## src/rtl/lp_seq_pkg.sv

```systemverilog
package lp_seq_pkg;

  typedef enum logic [2:0] {
    ST_ACTIVE,
    ST_ODT_DRAIN,
    ST_SRE_CMD,
    ST_ASLEEP,
    ST_CLK_WARM,
    ST_EXIT_NOP
  } lp_state_e;

  typedef struct packed {
    logic cke;
    logic cs_n;
    logic ras_n;
    logic cas_n;
    logic we_n;
    logic odt;
    logic clk_en;
    logic rd_ok;
    logic cmd_ok;
  } lp_pins_t;

  localparam lp_pins_t PINS_AT_RESET = '{
    cke: 1'b0, cs_n: 1'b1, ras_n: 1'b1, cas_n: 1'b1, we_n: 1'b1,
    odt: 1'b0, clk_en: 1'b1, rd_ok: 1'b0, cmd_ok: 1'b0
  };

endpackage

```

## src/rtl/lp_timer.sv

```systemverilog
module lp_timer #(
  parameter int W = 4
) (
  input  logic         clk,
  input  logic         rst,
  input  logic         restart,
  output logic [W-1:0] cnt_q,
  output logic [W-1:0] cnt_n
);

  always_comb begin
    if (restart)      cnt_n = '0;
    else if (&cnt_q)  cnt_n = cnt_q;
    else              cnt_n = cnt_q + 1'b1;
  end

  always_ff @(posedge clk) begin
    if (rst) cnt_q <= '0;
    else     cnt_q <= cnt_n;
  end

endmodule

```

## src/rtl/lp_owed_flag.sv

```systemverilog
module lp_owed_flag (
  input  logic clk,
  input  logic rst,
  input  logic set,
  input  logic clr,
  output logic owed
);

  always_ff @(posedge clk) begin
    if (rst)      owed <= 1'b0;
    else if (set) owed <= 1'b1;
    else if (clr) owed <= 1'b0;
  end

  // once set, the debt survives until a refresh is observed
  p_owed_sticky_r10: assert property (@(posedge clk) disable iff (rst)
    (owed && !clr) |=> owed);
  p_owed_set_r10: assert property (@(posedge clk) disable iff (rst)
    set |=> owed);

endmodule

```

## src/rtl/lp_pin_decode.sv

```systemverilog
module lp_pin_decode
  import lp_seq_pkg::*;
#(
  parameter int W      = 4,
  parameter int T_XSRD = 1,
  parameter int T_XSNR = 1
) (
  input  lp_state_e    state,
  input  logic [W-1:0] cnt,
  input  logic         odt_req,
  output lp_pins_t     pins
);

  localparam logic [W-1:0] RD_AT  = W'(T_XSRD);
  localparam logic [W-1:0] CMD_AT = W'(T_XSNR);

  always_comb begin
    pins        = PINS_AT_RESET;
    pins.cke    = 1'b1;
    case (state)
      ST_ACTIVE: begin
        pins.odt    = odt_req;
        pins.rd_ok  = 1'b1;
        pins.cmd_ok = 1'b1;
      end
      ST_ODT_DRAIN: ;
      ST_SRE_CMD: begin
        pins.cke   = 1'b0;
        pins.cs_n  = 1'b0;
        pins.ras_n = 1'b0;
        pins.cas_n = 1'b0;
      end
      ST_ASLEEP: begin
        pins.cke    = 1'b0;
        pins.clk_en = (cnt == '0);
      end
      ST_CLK_WARM: pins.cke = 1'b0;
      ST_EXIT_NOP: begin
        pins.cs_n   = 1'b0;
        pins.rd_ok  = (cnt >= RD_AT);
        pins.cmd_ok = (cnt >= CMD_AT);
        pins.odt    = (cnt >= RD_AT) && odt_req;
      end
      default: ;
    endcase
  end

endmodule

```

## src/rtl/dram_lp_sequencer.sv

```systemverilog
module dram_lp_sequencer
  import lp_seq_pkg::*;
#(
  parameter int T_AOFD     = 3,
  parameter int T_CKE      = 4,
  parameter int T_CLK_STAB = 5,
  parameter int T_XSNR     = 6,
  parameter int T_XSRD     = 10
) (
  input  logic clk,
  input  logic rst,
  input  logic enter_req,
  input  logic wake_req,
  input  logic banks_idle,
  input  logic ref_seen,
  input  logic odt_req,
  output logic dram_cke,
  output logic dram_cs_n,
  output logic dram_ras_n,
  output logic dram_cas_n,
  output logic dram_we_n,
  output logic dram_odt,
  output logic dram_clk_en,
  output logic rd_ok,
  output logic cmd_ok
);

  localparam int T_XMAX = (T_XSRD > T_XSNR) ? T_XSRD : T_XSNR;
  localparam int CW     = $clog2(T_AOFD + T_CKE + T_CLK_STAB + T_XMAX + 2);
  localparam logic [CW-1:0] LIM_AOFD = CW'(T_AOFD - 1);
  localparam logic [CW-1:0] LIM_CKE  = CW'(T_CKE - 1);
  localparam logic [CW-1:0] LIM_WARM = CW'(T_CLK_STAB - 1);
  localparam logic [CW-1:0] LIM_EXIT = CW'(T_XMAX - 1);

  lp_state_e     state_q, state_d;
  logic [CW-1:0] tmr_q, tmr_n;
  logic          enter_pend_q, wake_pend_q, owed;
  lp_pins_t      pins_nxt, pins_q;

  lp_timer #(.W(CW)) u_tmr (
    .clk     (clk),
    .rst     (rst),
    .restart (state_d != state_q),
    .cnt_q   (tmr_q),
    .cnt_n   (tmr_n)
  );

  always_comb begin
    state_d = state_q;
    case (state_q)
      ST_ACTIVE:
        if (enter_pend_q && banks_idle && !owed) state_d = ST_ODT_DRAIN;
      ST_ODT_DRAIN:
        if (tmr_q >= LIM_AOFD) state_d = banks_idle ? ST_SRE_CMD : ST_ACTIVE;
      ST_SRE_CMD:
        state_d = ST_ASLEEP;
      ST_ASLEEP:
        if (wake_pend_q && tmr_q >= LIM_CKE) state_d = ST_CLK_WARM;
      ST_CLK_WARM:
        if (tmr_q >= LIM_WARM) state_d = ST_EXIT_NOP;
      ST_EXIT_NOP:
        if (tmr_q >= LIM_EXIT) state_d = ST_ACTIVE;
      default:
        state_d = ST_CLK_WARM;
    endcase
  end

  always_ff @(posedge clk) begin
    if (rst) state_q <= ST_CLK_WARM;
    else     state_q <= state_d;
  end

  // sleep request: kept until the entry command goes out
  always_ff @(posedge clk) begin
    if (rst)
      enter_pend_q <= 1'b0;
    else if (state_q == ST_SRE_CMD)
      enter_pend_q <= 1'b0;
    else if (enter_req && state_q != ST_ODT_DRAIN && state_q != ST_ASLEEP)
      enter_pend_q <= 1'b1;
  end

  // wake request: only heard around the sleep phase, held until residency ends
  always_ff @(posedge clk) begin
    if (rst)
      wake_pend_q <= 1'b0;
    else if (state_q == ST_ASLEEP && state_d != ST_ASLEEP)
      wake_pend_q <= 1'b0;
    else if (wake_req && (state_q == ST_ODT_DRAIN || state_q == ST_SRE_CMD ||
                          state_q == ST_ASLEEP))
      wake_pend_q <= 1'b1;
  end

  lp_owed_flag u_owed (
    .clk  (clk),
    .rst  (rst),
    .set  (state_q == ST_CLK_WARM && state_d == ST_EXIT_NOP),
    .clr  (ref_seen),
    .owed (owed)
  );

  lp_pin_decode #(.W(CW), .T_XSRD(T_XSRD), .T_XSNR(T_XSNR)) u_dec (
    .state   (state_d),
    .cnt     (tmr_n),
    .odt_req (odt_req),
    .pins    (pins_nxt)
  );

  always_ff @(posedge clk) begin
    if (rst) pins_q <= PINS_AT_RESET;
    else     pins_q <= pins_nxt;
  end

  assign dram_cke    = pins_q.cke;
  assign dram_cs_n   = pins_q.cs_n;
  assign dram_ras_n  = pins_q.ras_n;
  assign dram_cas_n  = pins_q.cas_n;
  assign dram_we_n   = pins_q.we_n;
  assign dram_odt    = pins_q.odt;
  assign dram_clk_en = pins_q.clk_en;
  assign rd_ok       = pins_q.rd_ok;
  assign cmd_ok      = pins_q.cmd_ok;

  // ---------------- pin-level watch counters for the properties ----------------
  function automatic logic [CW-1:0] sat_inc(input logic [CW-1:0] v);
    return (&v) ? v : v + 1'b1;
  endfunction

  logic [CW-1:0] odt_low_run, cke_low_run, clk_run, exit_age;
  logic          cke_prev, ref_debt;

  always_ff @(posedge clk) begin
    if (rst) begin
      odt_low_run <= '0;
      cke_low_run <= '1;
      clk_run     <= '1;
      exit_age    <= '0;
      cke_prev    <= 1'b0;
      ref_debt    <= 1'b0;
    end else begin
      odt_low_run <= dram_odt    ? '0 : sat_inc(odt_low_run);
      cke_low_run <= dram_cke    ? '0 : sat_inc(cke_low_run);
      clk_run     <= dram_clk_en ? sat_inc(clk_run) : '0;
      exit_age    <= dram_cke    ? sat_inc(exit_age) : '0;
      cke_prev    <= dram_cke;
      if (dram_cke && !cke_prev) ref_debt <= 1'b1;
      else if (ref_seen)         ref_debt <= 1'b0;
    end
  end

  p_sre_code_r2: assert property (@(posedge clk) disable iff (rst)
    $fell(dram_cke) |-> (!dram_cs_n && !dram_ras_n && !dram_cas_n && dram_we_n));
  p_banks_idle_r3: assert property (@(posedge clk) disable iff (rst)
    $fell(dram_cke) |-> $past(banks_idle));
  p_odt_lead_r4: assert property (@(posedge clk) disable iff (rst)
    $fell(dram_cke) |-> (odt_low_run >= CW'(T_AOFD)));
  p_cke_min_r5: assert property (@(posedge clk) disable iff (rst)
    $rose(dram_cke) |-> (cke_low_run >= CW'(T_CKE)));
  p_clk_hold_r6: assert property (@(posedge clk) disable iff (rst)
    $fell(dram_cke) |=> dram_clk_en);
  p_clk_warm_r6: assert property (@(posedge clk) disable iff (rst)
    $rose(dram_cke) |-> (clk_run >= CW'(T_CLK_STAB)));
  p_exit_quiet_r7: assert property (@(posedge clk) disable iff (rst)
    (dram_cke && !cmd_ok) |-> (dram_ras_n && dram_cas_n && dram_we_n));
  p_rd_gate_r8: assert property (@(posedge clk) disable iff (rst)
    rd_ok |-> (exit_age >= CW'(T_XSRD)));
  p_cmd_gate_r8: assert property (@(posedge clk) disable iff (rst)
    cmd_ok |-> (exit_age >= CW'(T_XSNR)));
  p_odt_quiet_r9: assert property (@(posedge clk) disable iff (rst)
    !rd_ok |-> !dram_odt);
  p_ref_first_r10: assert property (@(posedge clk) disable iff (rst)
    $fell(dram_cke) |-> !ref_debt);

endmodule

```

## config.mk

```make
export PLATFORM = sky130hd
export DESIGN_NAME = dram_lp_sequencer
export DESIGN_NICKNAME = d
export VERILOG_FILES = /design/src/rtl/lp_seq_pkg.sv /design/src/rtl/lp_timer.sv /design/src/rtl/lp_owed_flag.sv /design/src/rtl/lp_pin_decode.sv /design/src/rtl/dram_lp_sequencer.sv
export SDC_FILE = /design/constraint.sdc
export NUM_CORES = 1
export LEC_CHECK = 0
export ABC_AREA = 1
export ABC_CLOCK_PERIOD_IN_PS = 2300
export BUFFER_PORTS_ARGS = -buffer_cell sky130_fd_sc_hd__buf_2
export CORE_MARGIN = 1.5
export CORE_UTILIZATION = 54
export CTS_BUF_LIST = sky130_fd_sc_hd__clkbuf_4
export CTS_CLUSTER_DIAMETER = 100
export DETAILED_ROUTE_END_ITERATION = 7
export PLACE_DENSITY_LB_ADDON = 0.2
export SETUP_SLACK_MARGIN = 0.2
export SYNTH_ARGS = -nofsm -noshare
export SYNTH_HDL_FRONTEND = slang
export SYNTH_HIERARCHICAL = 1
export SYNTH_SLANG_ARGS = --single-unit
```

## constraint.sdc

```tcl
create_clock -name clk -period 2.3 [get_ports clk]
set_input_delay 0.575 -clock clk [delete_from_list [all_inputs] [get_ports clk]]
set_output_delay 0.575 -clock clk [all_outputs]
set_load 0.02 [all_outputs]
```

## Word level (Yosys, flattened, before mapping)

Cells that the tools add are included.

| word-level totals | value |
|---|---|
| register bits | 20 |
| logic and storage cells | 73 |

| cells by class | value |
|---|---|
| add/subtract/negate cells | 1 |
| $lt $le $gt $ge | 6 |
| eq/ne operators | 13 |
| mux-type cells | 16 |
| bitwise operators | 1 |
| reductions and logical operators | 22 |

Operators with widths:

| operator | count |
|---|---|
| $pmux W3 S6 | 1 |
| $mux W3 | 5 |
| $eq A3 B2 Y1 const B | 4 |
| $eq A3 B3 Y1 const B | 4 |
| $ge A5 B2 Y1 const B | 2 |
| $ge A5 B3 Y1 const B | 2 |
| $ge A5 B4 Y1 const B | 2 |
| $mux W5 | 2 |
| $logic_and A1 B1 Y1 | 9 |
| $reduce_or A2 Y1 | 4 |
| $logic_not A3 Y1 | 2 |
| $ne A3 B2 Y1 const B | 2 |
| $add A5 B1 Y5 const B | 1 |
| $logic_not A5 Y1 | 1 |
| $reduce_and A5 Y1 | 1 |
| $mux W1 | 4 |
| $mux W2 | 2 |
| $pmux W2 S2 | 1 |
| $eq A3 B1 Y1 const B | 1 |
| $ne A3 B1 Y1 const B | 1 |
| $ne A3 B3 Y1 | 1 |
| $reduce_or A3 Y1 | 1 |
| $logic_or A1 B1 Y1 | 2 |
| $pmux W1 S2 | 1 |
| other kinds (3) | 3 |

## Depth between registers and ports, before layout

Gate-level depths: netlist of the first run.

| depth | value |
|---|---|
| word-level depth | 9 |
| mapped depth | 18 |

## Modules after synthesis

The synthesis of the first run kept the hierarchy.

By module, submodules not included:

| module | instances | cells an instance | area each (um^2) | seq. area each (um^2) |
|---|---|---|---|---|
| dram_lp_sequencer | 1 | 88 | 621.8 | 280.3 |
| lp_timer | 1 | 41 | 287.8 | 100.1 |
| lp_pin_decode | 1 | 30 | 141.4 | 0.0 |
| lp_owed_flag | 1 | 5 | 40.0 | 20.0 |

## Worst setup path before layout of the first run

Ideal clock, no wire load.

| path | value |
|---|---|
| kind | in2reg |
| start point | input banks_idle |
| end point | register pins_q, in the netlist dram_clk_en |
| library setup time | 0.123 ns |
| arrival | 1.948 ns |
| slack | 0.229 ns |
| stages on the path | 17 |
| cells stage by stage | inv_1 nor2_1 nand3_1 nand2_1 nor2_2 nand2_2 nand2_1 nand3_1 inv_1 nand2_1 inv_1 nor2_1 inv_1 nor2_1 nand2_1 nand3_1 or2_2 |

| between the ends | value |
|---|---|
| longest elaborated chain between the ends | 7 |
| elaborated cells between the ends (all ways) | 12 |

Ends and longest elaborated chain:

| item | RTL line | text |
|---|---|---|
| start: declaration | dram_lp_sequencer.sv:14 | `input logic banks_idle,` |
| $logic_and A1 B1 Y1 (2 in series) | dram_lp_sequencer.sv:52 | `if (enter_pend_q && banks_idle && !owed) state_d = ST_ODT_DRAIN;` |
| $mux W3 | dram_lp_sequencer.sv:52 |  |
| $pmux W3 S6 | dram_lp_sequencer.sv:50 | `case (state_q)` |
| via state_d[0] | dram_lp_sequencer.sv:35 | `lp_state_e state_q, state_d;` |
| $ne A3 B3 Y1 | dram_lp_sequencer.sv:43 | `.restart (state_d != state_q),` |
| $mux W5 | lp_timer.sv:12 | `if (restart) cnt_n = '0;` |
| via tmr_n[3] | dram_lp_sequencer.sv:36 | `logic [CW-1:0] tmr_q, tmr_n;` |
| $logic_not A5 Y1 | lp_pin_decode.sv:35 | `pins.clk_en = (cnt == '0);` |
| end signal: assignment | dram_lp_sequencer.sv:111 | `else pins_q <= pins_nxt;` |
| end: declaration | dram_lp_sequencer.sv:38 | `lp_pins_t pins_nxt, pins_q;` |

The timed path passes the listed nets, and every way through them passes these cells.
A chain may end at the register's enable or synchronous reset.

## Final worst setup path of the first run

| path | value |
|---|---|
| start point | register u_tmr.cnt_q[3] |
| end point | register pins_q, in the netlist dram_clk_en |

| between the ends | value |
|---|---|
| longest elaborated chain between the ends | 7 |
| elaborated cells between the ends (all ways) | 19 |

Ends and longest elaborated chain:

| item | RTL line | text |
|---|---|---|
| start: declaration | lp_timer.sv:7 | `output logic [W-1:0] cnt_q,` |
| start signal: assignment | lp_timer.sv:19 | `else cnt_q <= cnt_n;` |
| $ge A5 B2 Y1 | dram_lp_sequencer.sv:58 | `if (wake_pend_q && tmr_q >= LIM_CKE) state_d = ST_CLK_WARM;` |
| $logic_and A1 B1 Y1 | dram_lp_sequencer.sv:58 |  |
| $mux W3 | dram_lp_sequencer.sv:58 |  |
| $pmux W3 S6 (*) | dram_lp_sequencer.sv:50 |  |
| via state_d[0] | dram_lp_sequencer.sv:35 |  |
| $ne A3 B3 Y1 (*) | dram_lp_sequencer.sv:43 |  |
| $mux W5 (*) | lp_timer.sv:12 |  |
| via tmr_n[3] | dram_lp_sequencer.sv:36 |  |
| $logic_not A5 Y1 (*) | lp_pin_decode.sv:35 |  |

The timed path passes the listed nets; every way through them passes the cells marked *.

==> run_results.csv, run 1 <==
group,metric,value,unit
finish,layout.nets,196,
floorplanning,die_area,0.00230,mm²
finish,final_common_cell,"inv_1",
finish,nFillCells,178,
finish,multi_input_comb_area,587,µm²
critical_path,crit_arrival,2170,ps
critical_path,worst_ep_required_time,2500,ps
clock_network,hold_buffers,0,
grt,grt_first_pass_wirelength,3.57,mm
finish,area_delta_synth_final,21.0,%
grt,track_usage,0.220,
route,dr.pass1.iters,4,
logic_synthesis,ys_types,26,
route,routedWlPerCell,10.7,µm
timing,clock_skew,3.27,ps
run,max_cap_viol_count,0,
logic_synthesis,synth_xor_xnor_area_share,0.00803,
power,power.internal,741,µW
logic_synthesis,yosys.area_share.adder,0.0115,
floorplanning,start_util,0.568,
clock_network,htree_num_levels,1,
min_path,min_path_type,"flip-flop to flip-flop",
power,seqPwrFrac,0.360,
critical_path,critPathMaxFanout,5,
grt,antenna_found_initial,0,
route,wl,2.29,mm
logic_synthesis,syn_area,0.00109,mm²
logic_synthesis,muxShareOfSynthArea,0,
floorplanning,die_y,48.0,µm
clock_network,cts_tree,"done",
power,power_density,1030,mW/mm²
power,power_frac_clock,0.127,
floorplanning,io_pins,16,
logic_synthesis,synth_top_family_by_area,"simple AND/OR/NAND/NOR gates",
logic_synthesis,synthCells,164,
power,comb_power_share,0.513,
grt,overflow,0,
critical_path,worstSetupPathType,"flip-flop to flip-flop",
floorplanning,num_rows,16,
run_status,status,"completed",
timing,setup_tns,0,ps
power,peakVddDrop,0.670,mV
logic_synthesis,synth-seq-area-share,0.367,
finish,top_regs,"u_tmr/cnt_q: 5 flops, state_q: 3 flops",
timing,setup_violations,0,
route,dr.first_iter.drc_count,16,
logic_synthesis,synth-simple-area-share,0.403,
power,power.switching,612,µW
timing,finalCritPeriodShare,0.855,
route,vias,1070,
timing,rsz0062_at_grt,"no",
floorplanning,coreArea,0.00192,mm²
clock_network,clk_path_buf_depth,2,
clock_network,clock_latency,300,ps
route,vias_per_cell,5.00,
logic_synthesis,synth_compound_area_frac,0.0768,
critical_path,cp-start-kind,"flip-flop",
finish,top_register,"u_tmr/cnt_q",
floorplanning,die_width,48.0,µm
grt,grt_pass1_vias,902,
logic_synthesis,yosys_warnings,6,
route,ant_nets,0,
finish,largest_register_ffs,5,
clock_network,cts.clk_slew.worst_paths,120,ps
timing,setup_slack,333,ps
power,switching_share,0.452,
placement,hpwl,1.69,mm
clock_network,root_buffer,"clkbuf_4",
finish,seqCellArea,422,µm²
finish,drive_gt1_frac,0.337,
placement,portBuffers,15,
timing,fin_crit,1970,ps
grt,grt_max_degree,21,
route,drc,0,
critical_path,end_kind,"flip-flop",
clock_network,clock-sinks,20,
logic_synthesis,synth_nets,172,
power,leakagePower,0.635,nW
logic_synthesis,ys_ff_latch,20,
timing,finalMaxSlewViolations,0,
placement,dp_worst_setup_slack,83.9,ps
finish,final_cell_mix,"inv_1 (29), nand2_1 (28), nor2_1 (23)",
logic_synthesis,syn_avg_cell_area,6.65,µm²
finish,n_antenna_cell,0,
clock_network,cts-buffers-inserted,3,
placement,place.gp.congestion,0.884,
timing,fmax,508,MHz
timing,finalHoldViolCount,0,
-- power groups by stage --
stage               clock [mW]  combinational, mW  sequential [mW]
finish                   0.172              0.694            0.487
detailed placement           0              0.623            0.479
global route             0.191              0.784            0.499
global placement             0              0.602            0.475
CTS                      0.175              0.627            0.471
floorplan                    0              0.434            0.499
-- per-layer routing --
layer / vias up / global-route usage / routed length [µm]
li1: 549 / - / -
met1: 499 / 0.267 / 1010
met2: 20 / 0.376 / 1190
met3: 2 / 0.0528 / 77
met4: 0 / 0.0757 / 10
met5: - / 0 / 0
-- cell usage after synthesis --
| cell | count | area (µm²) |
|---|---|---|
| nor3_2 | 2 | 20.0 |
| nor2_4 | 1 | 11.3 |
| nor3_1 | 1 | 5.00 |
| a21oi_1 | 8 | 40.0 |
| nor2_2 | 3 | 18.8 |
| nand2_1 | 30 | 113 |
| or2_2 | 5 | 31.3 |
| o21ai_1 | 2 | 10.0 |
| inv_2 | 2 | 7.51 |
| nand4_2 | 1 | 12.5 |
| nand2_2 | 3 | 18.8 |
| dfxtp_1 | 20 | 400 |
| clkbuf_1 | 1 | 3.75 |
| a21oi_2 | 2 | 17.5 |
| inv_1 | 31 | 116 |
| a221oi_1 | 1 | 8.76 |
| conb_1 | 1 | 3.75 |
| xor2_1 | 1 | 8.76 |
| buf_4 | 2 | 15.0 |
| nand4_1 | 2 | 12.5 |
| nand3_1 | 16 | 80.1 |
| a211oi_1 | 1 | 7.51 |
| ha_1 | 1 | 12.5 |
| nor2_1 | 25 | 93.8 |
| nor3b_2 | 1 | 12.5 |
| nand3_2 | 1 | 10.0 |
-- cell families (layout without fill, tap and decap cells) --
family / count (synthesis) / in the layout
AO/OA/AOI/OAI: 14 / 14
XOR/XNOR: 1 / 1
adder cells (fa/ha/maj): 1 / 1
buffers and inverters: 36 / 59
flip-flops: 20 / 20
other: 1 / 1
AND/OR/NAND/NOR: 91 / 91
-- metrics by stage --
stage / cell area, µm² / power (mW) / hold WS (ps) / utilization / instances
floorplan: 1090 / 0.933 / 442 / - / 164
global placement: 1220 / 1.08 / 463 / 0.634 / 208
detailed placement: 1220 / 1.10 / 467 / 0.634 / 208
CTS: 1250 / 1.27 / 482 / 0.650 / 212
global route: 1320 / 1.47 / 493 / 0.687 / 214
finish: 1320 / 1.35 / 481 / 0.687 / 214
-- worst max-delay path: stages, from the launching register on --
cell and delay [ps]:
dfxtp_4 380, nor2_4 110, nand2_1 60, nand2_1 100
nand2_2 70, nor2_4 130, nand2_2 70, nand2_1 90
nand3_2 110, inv_2 100, nand2_1 70, inv_1 60
nor2_1 40, inv_1 70, nor2_1 40, nand2_1 40
nand3_1 50, or2_2 270
-- worst paths after layout --
check | startpoint | endpoint | slack (ps) | depth (start not counted)
hold / removal | u_owed/owed | u_owed/owed | 480 | 2
hold reg to reg | u_owed/owed | u_owed/owed | 480 | 2
setup / recovery | u_tmr/cnt_q[3] | dram_clk_en | 330 | 17
setup reg to reg | u_tmr/cnt_q[3] | dram_clk_en | 330 | 17
-- final cells by class --
class | instances | share of cell area
Clock inverter | 1 | 0.00284
Tap cell | 27 | 0.0256
Sequential cell | 20 | 0.319
Multi-Input combinational cell | 108 | 0.445
Inverter | 33 | 0.0938
Timing Repair Buffer | 22 | 0.0967
Clock buffer | 3 | 0.0171
-- timing repair --
| action | CTS | global route |
|---|---|---|
| resized for setup | 3 | 21 |
| endpoints found under the setup margin | 1 | 7 |
| setup buffers | 0 | 2 |
| pin swaps | 0 | 1 |
(Power assumes the default switching activity.)
==> run 2: changes to the inputs <==
--- a/config.mk
+++ b/config.mk
@@ -6,14 +6,15 @@
 export NUM_CORES = 1
 export LEC_CHECK = 0
 export ABC_AREA = 1
-export ABC_CLOCK_PERIOD_IN_PS = 2300
+export ABC_CLOCK_PERIOD_IN_PS = 2450
 export BUFFER_PORTS_ARGS = -buffer_cell sky130_fd_sc_hd__buf_2
-export CORE_MARGIN = 1.5
+export CORE_MARGIN = 5
 export CORE_UTILIZATION = 54
 export CTS_BUF_LIST = sky130_fd_sc_hd__clkbuf_4
 export CTS_CLUSTER_DIAMETER = 100
 export DETAILED_ROUTE_END_ITERATION = 7
 export PLACE_DENSITY_LB_ADDON = 0.2
+export REMOVE_ABC_BUFFERS = 1
 export SETUP_SLACK_MARGIN = 0.2
 export SYNTH_ARGS = -nofsm -noshare
 export SYNTH_HDL_FRONTEND = slang
==> constraint.sdc (replaced) <==
create_clock -name clk -period 2.45 [get_ports clk]
set_input_delay 0.6125 -clock clk [delete_from_list [all_inputs] [get_ports clk]]
set_output_delay 0.6125 -clock clk [all_outputs]
set_load 0.02 [all_outputs]
==> run 2 against run 1 <==
Effect of this change:
- register-to-register slack better by 40 ps
- first-iteration DRC count down 19%
- design area down 3.8%
- routed wire length down 6.4%
- die area up 31%
- highest routed layer unchanged
- clock power down 13%
- core utilization down 3.3 points
- non-clock buffer count down 4
- global-route usage down 5.8 points
- combinational power down 15%
- power down 12%
==> run_results.csv, run 2 (same netlist as run 1, synthesis figures left out) <==
group,metric,value,unit
timing,fin_crit,2070,ps
timing,setup_tns,0,ps
clock_network,root_buffer,"clkbuf_4",
floorplanning,die_width,55.0,µm
placement,dp_worst_setup_slack,125,ps
finish,multi_input_comb_area,568,µm²
grt,grt_pass1_vias,920,
run,max_cap_viol_count,0,
placement,portBuffers,15,
route,ant_nets,0,
critical_path,worstSetupPathType,"flip-flop to flip-flop",
finish,drive_gt1_frac,0.301,
grt,grt_first_pass_wirelength,3.62,mm
route,dr.pass1.iters,4,
placement,hpwl,1.58,mm
clock_network,clk_path_buf_depth,2,
timing,hold_slack,482,ps
timing,rsz0062_at_grt,"no",
finish,layout.nets,192,
floorplanning,die_y,55.0,µm
finish,instances_no_fill,210,
finish,final_cell_mix,"nand2_1 (30), inv_1 (30), nor2_1 (24)",
finish,nFillCells,190,
finish,largest_register_ffs,5,
placement,placed_cells,204,
route,dr.first_iter.drc_count,13,
floorplanning,io_pins,16,
route,wl,2.14,mm
grt,overflow,0,
route,drc,0,
finish,n_antenna_cell,0,
grt,grt_max_degree,21,
timing,fmax,482,MHz
floorplanning,die_area,0.00302,mm²
finish,top_regs,"u_tmr/cnt_q: 5 flops, state_q: 3 flops",
power,power_density,936,mW/mm²
clock_network,clock-sinks,20,
finish,seqCellArea,420,µm²
critical_path,critPathMaxFanout,7,
clock_network,htree_num_levels,1,
critical_path,crit_arrival,2250,ps
floorplanning,start_util,0.562,
floorplanning,num_rows,16,
clock_network,cts-buffers-inserted,3,
clock_network,hold_buffers,0,
finish,top_register,"u_tmr/cnt_q",
route,routedWlPerCell,10.2,µm
critical_path,end_kind,"flip-flop",
route,vias,1005,
min_path,min_path_type,"flip-flop to flip-flop",
route,vias_per_cell,4.79,
timing,finalMaxSlewViolations,0,
timing,finalHoldViolCount,0,
timing,setup_violations,0,
power,peakVddDrop,0.617,mV
critical_path,cp-start-kind,"flip-flop",
placement,place.gp.congestion,0.804,
clock_network,clock_latency,290,ps
grt,track_usage,0.161,
critical_path,worst_ep_required_time,2630,ps
timing,finalCritPeriodShare,0.846,
finish,area_delta_synth_final,16.4,%
grt,antenna_found_initial,0,
timing,setup_slack,376,ps
power,p_total,1.19,mW
clock_network,cts.clk_slew.worst_paths,110,ps
power,leakagePower,0.610,nW
timing,clock_skew,6.52,ps
floorplanning,coreArea,0.00194,mm²
run_status,status,"completed",
clock_network,cts_tree,"done",
-- run 2: repair_timing --
action                                  CTS  global route
endpoints found under the setup margin    0             4
buffers inserted                          0             2
gates resized for setup                   0            18
-- run 2: layout make-up --
type,instances,area share
Tap cell,27,0.0266
Inverter,33,0.0975
Timing Repair Buffer,18,0.0768
Clock inverter,1,0.00296
Sequential cell,20,0.331
Multi-Input combinational cell,108,0.447
Clock buffer,3,0.0177
-- run 2: metrics by stage --
stage	util	area, µm²
4_1_cts	0.626	1210
6_report	0.654	1270
2_1_floorplan	-	1070
3_3_place_gp	0.612	1190
3_5_place_dp	0.612	1190
5_1_grt	0.654	1270
-- run 2: final timing paths --
path	from	end	slack [ps]	cells past startpoint
worst min register to register	u_owed/owed	u_owed/owed	480	2
worst min-delay path	u_owed/owed	u_owed/owed	480	2
worst max register to register	u_tmr/cnt_q[3]	dram_clk_en	380	12
worst max-delay path	u_tmr/cnt_q[3]	dram_clk_en	380	12
-- run 2: metal layers --
metal  GRT usage  vias up  share of wire  wire length, µm
met5           0        -              0                0
met4      0.0607        0         0.0047               10
met3      0.0268        2          0.034               72
met2       0.285       11           0.50             1080
met1       0.194      450           0.46              980
li1            -      542              -                -
-- run 2: report_power, final --
group	internal (mW)	leakage, nW	switching, mW
registers	0.391	0.167	0.0606
logic	0.216	0.428	0.371
clock network	0.0591	0.0154	0.0899
-- run 2: critical path: stages, from the launching register on --
cell	delay, ps
dfxtp_4	390
nor2_2	150
nand3_1	100
nand3_1	150
nand2_2	110
a21oi_2	160
nand3_2	130
buf_4	160
nor2_1	150
nor2_1	80
nand2_1	70
nand3_1	50
or2_2	270
==> run 3: changes to the inputs <==
--- a/config.mk
+++ b/config.mk
@@ -5,8 +5,8 @@
 export SDC_FILE = /design/constraint.sdc
 export NUM_CORES = 1
 export LEC_CHECK = 0
-export ABC_AREA = 1
-export ABC_CLOCK_PERIOD_IN_PS = 2450
+export ABC_AREA = 0
+export ABC_CLOCK_PERIOD_IN_PS = 2100
 export BUFFER_PORTS_ARGS = -buffer_cell sky130_fd_sc_hd__buf_2
 export CORE_MARGIN = 5
 export CORE_UTILIZATION = 54
==> constraint.sdc (replaced) <==
create_clock -name clk -period 2.1 [get_ports clk]
set_input_delay 0.525 -clock clk [delete_from_list [all_inputs] [get_ports clk]]
set_output_delay 0.525 -clock clk [all_outputs]
set_load 0.02 [all_outputs]
==> run 3 against run 2 <==
Effect of this change:
- the flow now finishes with violations (setup timing)
- sequential power shrank 3%
- critical endpoint is now dram_odt
- hold slack worse by 4.6 ps
- highest routed layer unchanged
- largest power group unchanged
- die area decreased by 4.4%
==> run_results.csv, run 3 <==
group,metric,value,unit
run_status,status,"finished, violations left",
run_status,failed_checks,"setup timing",
timing,rsz0062_at_grt,"yes",
floorplanning,die_width,53.7,µm
power,leakagePower,0.613,nW
clock_network,cts.clk_slew.worst_paths,120,ps
clock_network,htree_num_levels,1,
logic_synthesis,yosys_warnings,6,
finish,largest_register_ffs,5,
floorplanning,die_y,53.7,µm
critical_path,end_kind,"flip-flop",
grt,grt_max_degree,21,
critical_path,cp-start-kind,"flip-flop",
critical_path,worst_ep_required_time,2370,ps
timing,setup_violations,5,
critical_path,r2r_setup_slack,-170,ps
clock_network,cts_tree,"done",
logic_synthesis,ys_async_sr_fraction,0,
floorplanning,die_area,0.00289,mm²
floorplanning,coreArea,0.00176,mm²
min_path,min_from,"ref_seen",
clock_network,clock_latency,320,ps
logic_synthesis,syn_avg_cell_area,8.82,µm²
grt,grt_first_pass_wirelength,4.73,mm
route,dr.pass1.iters,4,
min_path,min_path_type,"primary input to flip-flop",
timing,setup_slack,-168,ps
logic_synthesis,synthFlopType,"dfxtp_1",
critical_path,crit_arrival,2540,ps
logic_synthesis,synthCells,117,
clock_network,clock-sinks,20,
finish,area_delta_synth_final,44.5,%
finish,final_common_cell,"buf_4",
timing,fmax,441,MHz
clock_network,cts-buffers-inserted,3,
critical_path,critical_path.cell_chain,"or3_1 > o311a_1 > o21a_4 > a211oi_4 > o21ai_2 > a2111oi_2 > nor2b_2",
finish,fin_area,0.00149,mm²
logic_synthesis,synth_edf_count,0,
route,vias,1051,
critical_path,r2r_start,"u_tmr/cnt_q[2]",
floorplanning,num_rows,15,
grt,track_usage,0.231,
power,peakVddDrop,0.701,mV
route,wl,2.97,mm
finish,top_register,"u_tmr/cnt_q",
timing,finalHoldViolCount,0,
critical_path,crit_buf_inv,0,
logic_synthesis,ys_ff_latch,20,
logic_synthesis,yosysMostFrequentCell,"dfxtp_1",
finish,drive_gt1_frac,0.522,
route,routedWlPerCell,16.3,µm
placement,post_dp_cell_area,0.00129,mm²
timing,setup_tns,-588,ps
timing,hold_slack,478,ps
logic_synthesis,ys_types,52,
critical_path,slowest_stage,"dfxtp_4",
placement,hpwl,1.98,mm
logic_synthesis,synth_top_area_cell,"dfxtp_1",
logic_synthesis,synthTopCellsByArea,"dfxtp_1 (39%), nor2b_1 (4.8%), nor2_1 (4.0%)",
timing,clock_skew,4.23,ps
floorplanning,start_util,0.585,
clock_network,clk_path_buf_depth,2,
critical_path,critPathMaxFanout,6,
finish,final_util,0.845,
power,power_density,845,mW/mm²
finish,layout.nets,166,
min_path,min_to,"u_owed/owed",
grt,grt_pass1_vias,1047,
route,vias_per_cell,5.77,
critical_path,cpPeakStageDelay,390,ps
clock_network,root_buffer,"clkbuf_4",
critical_path,critical_path.top_delay_family,"compound AO/OA/AOI/OAI gates",
logic_synthesis,yosys-top-cells-count,"dfxtp_1 (20), nor2_1 (11), nor2b_1 (8)",
route,dr.first_iter.drc_count,22,
timing,finalMaxSlewViolations,0,
placement,place.gp.congestion,0.842,
run,max_cap_viol_count,0,
floorplanning,io_pins,16,
placement,portBuffers,15,
timing,fin_crit,2270,ps
logic_synthesis,yosys.area.top_type_share,0.388,
grt,antenna_found_initial,0,
finish,final_cell_mix,"buf_4 (25), dfxtp_1 (16), buf_2 (15)",
critical_path,r2r-end,"dram_odt",
route,ant_nets,0,
finish,top_regs,"u_tmr/cnt_q: 5 flops, state_q: 3 flops",
route,drc,0,
min_path,hold_depth,3,
logic_synthesis,synth-seq-area-share,0.388,
critical_path,worstSetupPathType,"flip-flop to flip-flop",
timing,finalCritPeriodShare,1.08,
finish,n_antenna_cell,0,
grt,overflow,0,
logic_synthesis,syn_area,0.00103,mm²
critical_path,rr_worst_depth,7,
clock_network,hold_buffers,0,
power,p_total,1.26,mW
==> run 3: cells by family (layout without fill, tap and decap cells) <==
logic type	Yosys count	in the layout	share of synthesized area
other	1	1	0.00363
DFF	20	20	0.388
xor gates and xnor gates	1	1	0.00849
muxes	1	1	0.00970
and+or+nand+nor	51	51	0.281
AOI/OAI and AO/OA	31	31	0.247
adders and majority gates	1	1	0.0121
buffers and inverters	11	51	0.0497
==> run 3: worst reg2reg max path: cells and delay by family, from the launching register on <==
family / cells / cell delay (ps)
AOI/OAI and AO/OA: 5 / 1280
and+or+nand+nor: 2 / 550
DFF: 1 / 390
==> run 3: timing repair <==
item,CTS,global route
endpoints found under the setup margin,10,10
pin swaps,7,4
gates resized for setup,21,15
cloned,0,0
setup buffers,1,2
==> run 3: worst max path at each step <==
stage / start / endpoint / slack [ps] / cells past startpoint
detailed placement: banks_idle / dram_clk_en / -420 / 9
finish: u_tmr/cnt_q[2] / dram_odt / -170 / 7
floorplan: u_tmr/cnt_q[2] / dram_clk_en / -240 / 8
global route: u_tmr/cnt_q[2] / dram_odt / -260 / 7
CTS: u_tmr/cnt_q[2] / dram_clk_en / -100 / 8
global placement: banks_idle / dram_clk_en / -340 / 9
==> run 3: final cells by class <==
class	instances	area, µm²
Multi-Input combinational cell	86	693
Sequential cell	20	410
Timing Repair Buffer	42	285
Fill cell	112	273
Tap cell	25	31.3
Clock inverter	1	30.0
Clock buffer	3	22.5
Inverter	5	18.8
==> run 3: through the flow <==
step                std cells  setup WS (ps)
floorplan                 111           -237
global placement          175           -343
detailed placement        175           -422
CTS                       180          -97.8
global route              182           -256
finish                    182           -168
==> run 3: routing by layer <==
| layer | routed length (µm) | share of wire | global-route usage | up-vias |
|---|---|---|---|---|
| met5 | 0 | 0 | 0 | - |
| met4 | 93 | 0.031 | 0.149 | 0 |
| met3 | 141 | 0.047 | 0.0416 | 10 |
| met2 | 1560 | 0.53 | 0.411 | 33 |
| met1 | 1170 | 0.39 | 0.247 | 511 |
| li1 | - | - | - | 497 |
==> run 3: report_power, final <==
group / switching [mW] / internal (mW) / total [mW]
clock: 0.133 / 0.193 / 0.326
combinational: 0.250 / 0.245 / 0.496
sequential: 0.0286 / 0.410 / 0.439
